**src/rtl/stq_pkg.sv**
```systemverilog
package stq_pkg;
   typedef enum logic [1:0] {
      CMP_IDLE  = 2'd0,
      CMP_MATCH = 2'd1,
      CMP_MISS  = 2'd2
   } cmp_res_e;
endpackage

```
**src/rtl/stq_cmp.sv**
```systemverilog
module stq_cmp
   import stq_pkg::*;
#(
   parameter int ADDR_W        = 32,
   parameter int DATA_W        = 64,
   parameter bit MASK_DATA_CMP = 1'b1,
   localparam int MW           = DATA_W / 8
) (
   input  logic              lead_v,
   input  logic              trail_v,
   input  logic [ADDR_W-1:0] lead_addr,
   input  logic [DATA_W-1:0] lead_data,
   input  logic [MW-1:0]     lead_mask,
   input  logic [ADDR_W-1:0] trail_addr,
   input  logic [DATA_W-1:0] trail_data,
   input  logic [MW-1:0]     trail_mask,
   output cmp_res_e          res
);
   logic data_eq;

   generate
      if (DATA_W % 8 != 0 || DATA_W < 8) begin : g_bad_width
         $error("stq_cmp: DATA_W must be a non-zero multiple of 8");
      end
      if (MASK_DATA_CMP) begin : g_masked
         always_comb begin
            data_eq = 1'b1;
            for (int b = 0; b < MW; b++) begin
               if (lead_mask[b] && (lead_data[b*8 +: 8] != trail_data[b*8 +: 8]))
                  data_eq = 1'b0;
            end
         end
      end else begin : g_full
         assign data_eq = (lead_data == trail_data);
      end
   endgenerate

   always_comb begin
      if (!(lead_v && trail_v))
         res = CMP_IDLE;
      else if (lead_addr == trail_addr && lead_mask == trail_mask && data_eq)
         res = CMP_MATCH;
      else
         res = CMP_MISS;
   end
endmodule

```
**config.mk**
```make
export PLATFORM = sky130hd
export DESIGN_NAME = stq_cmp
export DESIGN_NICKNAME = d
export VERILOG_FILES = /design/src/rtl/stq_pkg.sv /design/src/rtl/stq_cmp.sv
export SDC_FILE = /design/constraint.sdc
export NUM_CORES = 1
export LEC_CHECK = 0
export BUFFER_PORTS_ARGS = -buffer_cell sky130_fd_sc_hd__buf_2
export CORE_AREA = 2 2 83 85
export DETAILED_ROUTE_END_ITERATION = 8
export DIE_AREA = 0 0 85 87
export GPL_TIMING_DRIVEN = 1
export PLACE_DENSITY = 0.57
export SYNTH_ARGS = -nofsm -noshare
export SYNTH_HDL_FRONTEND = slang
export SYNTH_SLANG_ARGS = --single-unit
```
**constraint.sdc**
```tcl
create_clock -name vclk -period 4.3
set_input_delay 0.86 -clock vclk [all_inputs]
set_output_delay 0.86 -clock vclk [all_outputs]
set_load 0.005 [all_outputs]
```
==> results of run 1 <==
how the worst max path moves through the flow:
stage / from / end / slack, ns / cells past startpoint
floorplan: trail_addr[5] / res[1] / 1.59 / 5
global placement: trail_addr[19] / res[1] / 1.05 / 7
detailed placement: trail_addr[10] / res[1] / 1.02 / 7
CTS: trail_addr[10] / res[1] / 1.02 / 7
global route: trail_addr[19] / res[1] / 0.94 / 7
finish: trail_addr[19] / res[1] / 1.11 / 7
power groups by stage:
stage,Sequential (mW),Combinational [mW],Clock [mW]
floorplan,0,0.0950,0
finish,0,0.216,0
global route,0,0.239,0
CTS,0,0.220,0
global placement,0,0.216,0
detailed placement,0,0.219,0
layout by cell type, fill, tap and decap left out, drive strengths merged:
cell / n
nand2: 1
nor2: 1
buf: 212
xnor2: 104
o311a: 1
o21ai: 8
nor4: 3
nand3: 1
nand4: 28
synthesized netlist by cell type:
| cell type | number |
|---|---|
| nand2_1 | 1 |
| nand3_1 | 1 |
| nand4_1 | 28 |
| nor2_1 | 1 |
| nor4_1 | 3 |
| o21ai_0 | 8 |
| o311a_1 | 1 |
| xnor2_1 | 104 |
metal layers:
metal	up-vias	routed length [um]	global-route usage, %
met1	737	1740	13.8
met4	0	12	0.577
met3	2	480	1.14
li1	939	-	-
met5	-	0	0
met2	104	2680	24.1
kinds of logic after synthesis:
logic type and share of synthesized area [%]:
AO/OA/AOI/OAI 4.29, XOR/XNOR 78.0, AND/OR/NAND/NOR 17.7
final cells by class:
class	count	area, sq um	share of cell area [%]
timing repair buffer	212	1060	45.6
tap	80	100	4.30
multi-input combinational	147	1170	50.1
through the flow:
stage               setup WS (ns)  power [mW]  instances
finish                       1.11       0.216        439
global route                0.939       0.239        439
CTS                          1.02       0.220        439
detailed placement           1.02       0.219        439
global placement             1.05       0.216        439
floorplan                    1.59      0.0950        147
worst min-delay path, delay by kind of cell:
kind          cells  cell delay [ns]
buf+inv           2             0.22
simple gates      2             0.09
==> results by group, run 1 <==
Pwr
  – Comb power frac: 100.0%
  – Peak supply drop: 36.0 uV
  – P_int: 0.137 mW
  – Lkg Pwr: 1.08 nW
  – Switching power: 0.0790 mW
  – Power density over the cells: 92.8 mW/mm^2
  – Share of power burned in registers: 0%
  – Switch share: 36.6%
  – Clock group share of total power: 0%

Synth
  – YS warnings: 0
  – Syn_nets: 357
  – Synthesized cell area: 0.00117 sq mm
  – Area share of the largest cell type after synthesis: 78.0%
  – Post-synth cell types: 8
  – Post-Syn Instances: 147
  – Synth area leaders: xnor2_1 (78%), nand4_1 (15%), o21ai_0 (3.4%)
  – Leading area contributor after synthesis: xnor2_1
  – Seq/Total Area, Yosys: 0%
  – Synthesized area per cell: 7.94 sq um

Critical path
  – Cells along the critical path: buf_2 > xnor2_1 > nand4_1 > nor4_1 > nand4_1 > o311a_1 > buf_2
  – Crit path required time: 3.44 ns
  – Worst Path Arrival: 2.33 ns
  – WS Path Type: input pin to primary output
  – Crit-path leading delay family: simple AND/OR/NAND/NOR gates
  – Critical path startpoint category: input pin
  – Worst path max stage delay: 0.38 ns
  – Worst-path fanout max: 2
  – Setup crit end kind: primary output
  – CP max stage cell: nor4_1
  – Buffers and inverters on the worst path: 2

Placed design
  – Dpl cell area: 0.00233 sq mm
  – Detailed Place HPWL: 4.78 mm
  – Gpl congestion: 0.713
  – Port-buffer cells: 212

Die
  – I/O pin cnt: 212
  – Site Rows: 30
  – Core Area: 0.00657 sq mm
  – Initial Utilization: 17.8%
  – Die W: 85 um
  – Area of the die: 0.00740 sq mm
  – Die H: 87 um

Final layout
  – Share of post-route cells with drive strength above 1: 59.1%
  – Nets: 571
  – Layout clock buffer count: 0
  – Antenna cells: 0
  – Seq Cell Count: 0
  – Register area: 0 sq um
  – Fin area: 0.00233 sq mm
  – Layout Utilization: 35.4%
  – Area delta synth->final: 99.5%
  – Number of fillers in the final layout: 722

Timing
  – RSZ-0062 raised after global routing: no
  – Final Hold Viols: 0
  – # setup viols final: 0
  – Worst-margin pin slew: 0.329 ns
  – Tcrit/Tclk final: 74.3%
  – Clock period minus final worst setup slack: 3.19 ns
  – Max-slew violation count: 0
  – WHS: 2.03 ns
  – Max_slew headroom: 77.9%
  – Fmax: 313 MHz
  – Setup_tns: 0 ns

Global route
  – Initial antenna violation count: 0
  – Number of global-route vias before repair: 1774
  – Total GRT Usage: 11.8%
  – Largest net degree at the start of global routing: 3
  – GRT Residual Overflow: 0
  – Global-route wire length before repair: 7.34 mm

Routing
  – WL per Instance: 11.2 um
  – Drt first pass iters: 4
  – Drt via density: 4.06
  – Routed wire length: 4.91 mm
  – DRC Markers: 0
  – Final antenna-violating net count: 0
  – Vias: 1782
  – Starting DRC count in detailed routing: 14

Clock network
  – Buffer count from post-CTS setup fixing: 0
  – CTS resizes: 0
  – Post-CTS Hold Buffers: 0

Min path
  – Hold path start: trail_v
  – Hold endpoint: res[0]
  – Hold WC Path Type: input pin to primary output
  – Hold Crit Depth: 4

Status
  – Status: completed

Job
  – Max_cap viols: 0
Power figures use the tool's default switching activity.
==> run 2, diff against run 1 <==
Settings changed: ABC_AREA set to 1, CORE_AREA 2 2 83 85 to 2 2 82 84, DIE_AREA 0 0 85 87 to 0 0 84 86, PLACE_DENSITY 0.57 to 0.66.
Clock period 4.3 ns to 3 ns, I/O delays scaled along.
==> run 2 against run 1 <==
Against the previous run:
- non-clock buffer count unchanged
- critical endpoint unchanged
- via count grew 40%
- utilization rose by 9.2 points
- synthesized cell count up 130%
- final area grew 20%
- die area shrank 2.3%
- sequential share of layout area is the same
- setup slack got worse by 0.38 ns
- count of clock-buffer cells in the layout is the same
- total power grew 56%
- critical path type unchanged
- critical path depth grew 5
- global-route usage grew 1.6 points
==> results by group, run 2 <==
Critical path
  – Worst Path Arrival: 1.67 ns (-0.66 ns)
  – CP endpoint: res[1]
  – Critical path startpoint category: input pin
  – Crit path required time: 2.40 ns (-1.04 ns)
  – WS Path Type: input pin to primary output
  – Crit path from: trail_data[18]
  – Worst-path fanout max: 2 (unchanged)
  – Setup crit end kind: primary output

Die
  – Die W: 84 um (-1.2%)
  – Initial Utilization: 26.2% (+8.5 points)
  – Die H: 86 um (-1.1%)
  – Area of the die: 0.00722 sq mm (-2.3%)
  – Site Rows: 29 (-3.3%)
  – I/O pin cnt: 212 (unchanged)
  – Core Area: 0.00628 sq mm (-4.4%)

Final layout
  – Nets: 766 (+34%)
  – Register area: 0 sq um (unchanged)
  – Layout Utilization: 44.7% (+9.2 points)
  – Number of fillers in the final layout: 684 (-5.3%)
  – Share of post-route cells with drive strength above 1: 38.3% (-21 points)
  – Area delta synth->final: 70.3%
  – Finished Layout Cells: 631 (+44%)
  – Fin area: 0.00280 sq mm (+20%)
  – Antenna cells: 0 (unchanged)
  – Seq Cell Count: 0 (unchanged)
  – Commonest non-fill, non-tap cell in the layout: buf_2
  – Layout clock buffer count: 0 (unchanged)
  – Most frequent cells in the layout: buf_2 (212), nand2_1 (152), inv_1 (62)

Global route
  – Number of global-route vias before repair: 2316 (+31%)
  – Largest net degree at the start of global routing: 4 (+1)
  – GRT Residual Overflow: 0 (unchanged)
  – Initial antenna violation count: 0 (unchanged)
  – Total GRT Usage: 13.4% (+1.6 points)
  – Global-route wire length before repair: 8.43 mm (+15%)

Synth
  – Synth area leaders: nand2_1 (35%), xnor2_1 (29%), inv_1 (14%)
  – Seq/Total Area, Yosys: 0% (unchanged)
  – Area share of the largest cell type after synthesis: 34.7% (-43 points)
  – Synthesized area per cell: 4.81 sq um (-39%)
  – Synth top cells by count: nand2_1 (152), inv_1 (62), nor2_1 (54), xnor2_1 (54), xor2_1 (18)
  – Leading area contributor after synthesis: nand2_1
  – YS warnings: 0 (unchanged)
  – Synthesized cell area: 0.00165 sq mm (+41%)
  – Post-synth cell types: 6 (-2)
  – Top-count cell post-synth: nand2_1
  – Syn_nets: 552 (+55%)
  – Post-Syn Instances: 342 (+130%)

Timing
  – RSZ-0062 raised after global routing: no
  – Worst Slack Setup Final: 0.728 ns (-0.378 ns)
  – Tcrit/Tclk final: 75.7%
  – Max-slew violation count: 0 (unchanged)
  – Worst-margin pin slew: 0.161 ns (-0.167 ns)
  – Clock period minus final worst setup slack: 2.27 ns
  – # setup viols final: 0 (unchanged)
  – Max_slew headroom: 89.2% (+11 points)
  – WHS: 1.51 ns (-0.516 ns)
  – Final Hold Viols: 0 (unchanged)
  – Setup_tns: 0 ns (unchanged)
  – Fmax: 440 MHz

Clock network
  – CTS resizes: 0 (unchanged)
  – Post-CTS Hold Buffers: 0 (unchanged)
  – Buffer count from post-CTS setup fixing: 0 (unchanged)

Job
  – Max_cap viols: 0 (unchanged)

Routing
  – DRC Markers: 0 (unchanged)
  – Vias: 2495 (+40%)
  – Drt first pass iters: 4 (unchanged)
  – WL per Instance: 8.60 um (-23%)
  – Starting DRC count in detailed routing: 15 (+1)
  – Drt via density: 3.95 (-2.6%)
  – Routed wire length: 5.43 mm (+11%)
  – Final antenna-violating net count: 0 (unchanged)

Placed design
  – Gpl congestion: 0.798 (+12%)
  – Detailed Place HPWL: 5.21 mm (+9.1%)
  – Pre-CTS setup slack: 0.695 ns (-0.329 ns)
  – Placed cells: 631 (+44%)
  – Port-buffer cells: 212 (unchanged)
  – Dpl cell area: 0.00280 sq mm (+20%)

Pwr
  – Power Total: 0.338 mW (+56%)
  – Peak supply drop: 66.6 uV (+85%)
  – Lkg Pwr: 1.82 nW (+69%)
  – Power density over the cells: 120 mW/mm^2 (+30%)

Status
  – Status: completed

Min path
  – Hold WC Path Type: input pin to primary output
[run 2: cell types whose count changed after synthesis, moves of 8 or more]
cell     delta
xor2_1     +18
nand2_1   +151
o21ai_0     -8
inv_1      +62
nor2_1     +53
xnor2_1    -50
nand4_1    -28
[run 2: critical path, stage by stage]
cell     delay, ns
buf_2         0.10
xnor2_1       0.14
nand2_1       0.07
nor2_1        0.10
nand2_1       0.05
nand2_1       0.06
nand2_1       0.06
nor2_1        0.14
nand3_1       0.12
nand2_1       0.07
inv_1         0.03
buf_2         0.11
[run 2: cell families after synthesis]
kind of cell | Yosys count | share of synthesized area [%]
simple gates | 208 | 47.6
buf+inv | 62 | 14.1
xor+xnor | 72 | 38.3
[run 2: per-layer routing]
metal,wire length [um],vias to the layer above,global-route usage (%)
met2,2890,116,30.0
li1,-,1394,-
met5,0,-,0
met3,488,6,1.83
met4,71,0,1.47
met1,1980,979,13.0
[run 2: worst min-delay path by stage]
stage	from	end	slack, ns	cells past startpoint
floorplan	trail_v	res[0]	1.30	2
global placement	trail_v	res[0]	1.51	4
detailed placement	trail_v	res[0]	1.51	4
CTS	trail_v	res[0]	1.52	4
global route	trail_v	res[0]	1.54	4
finish	trail_v	res[0]	1.51	4
[run 2: power breakdown]
group          leakage [nW]  switching, mW  total [mW]  internal [mW]
Combinational          1.82          0.144       0.338          0.194
Clock                     0              0           0              0
Sequential                0              0           0              0
[run 2: layout make-up]
cell class,count,area [sq um],share of cell area (%)
timing repair buffer,212,1060,37.8
inverter,62,233,8.30
multi-input combinational,280,1410,50.4
tap,77,96.3,3.44
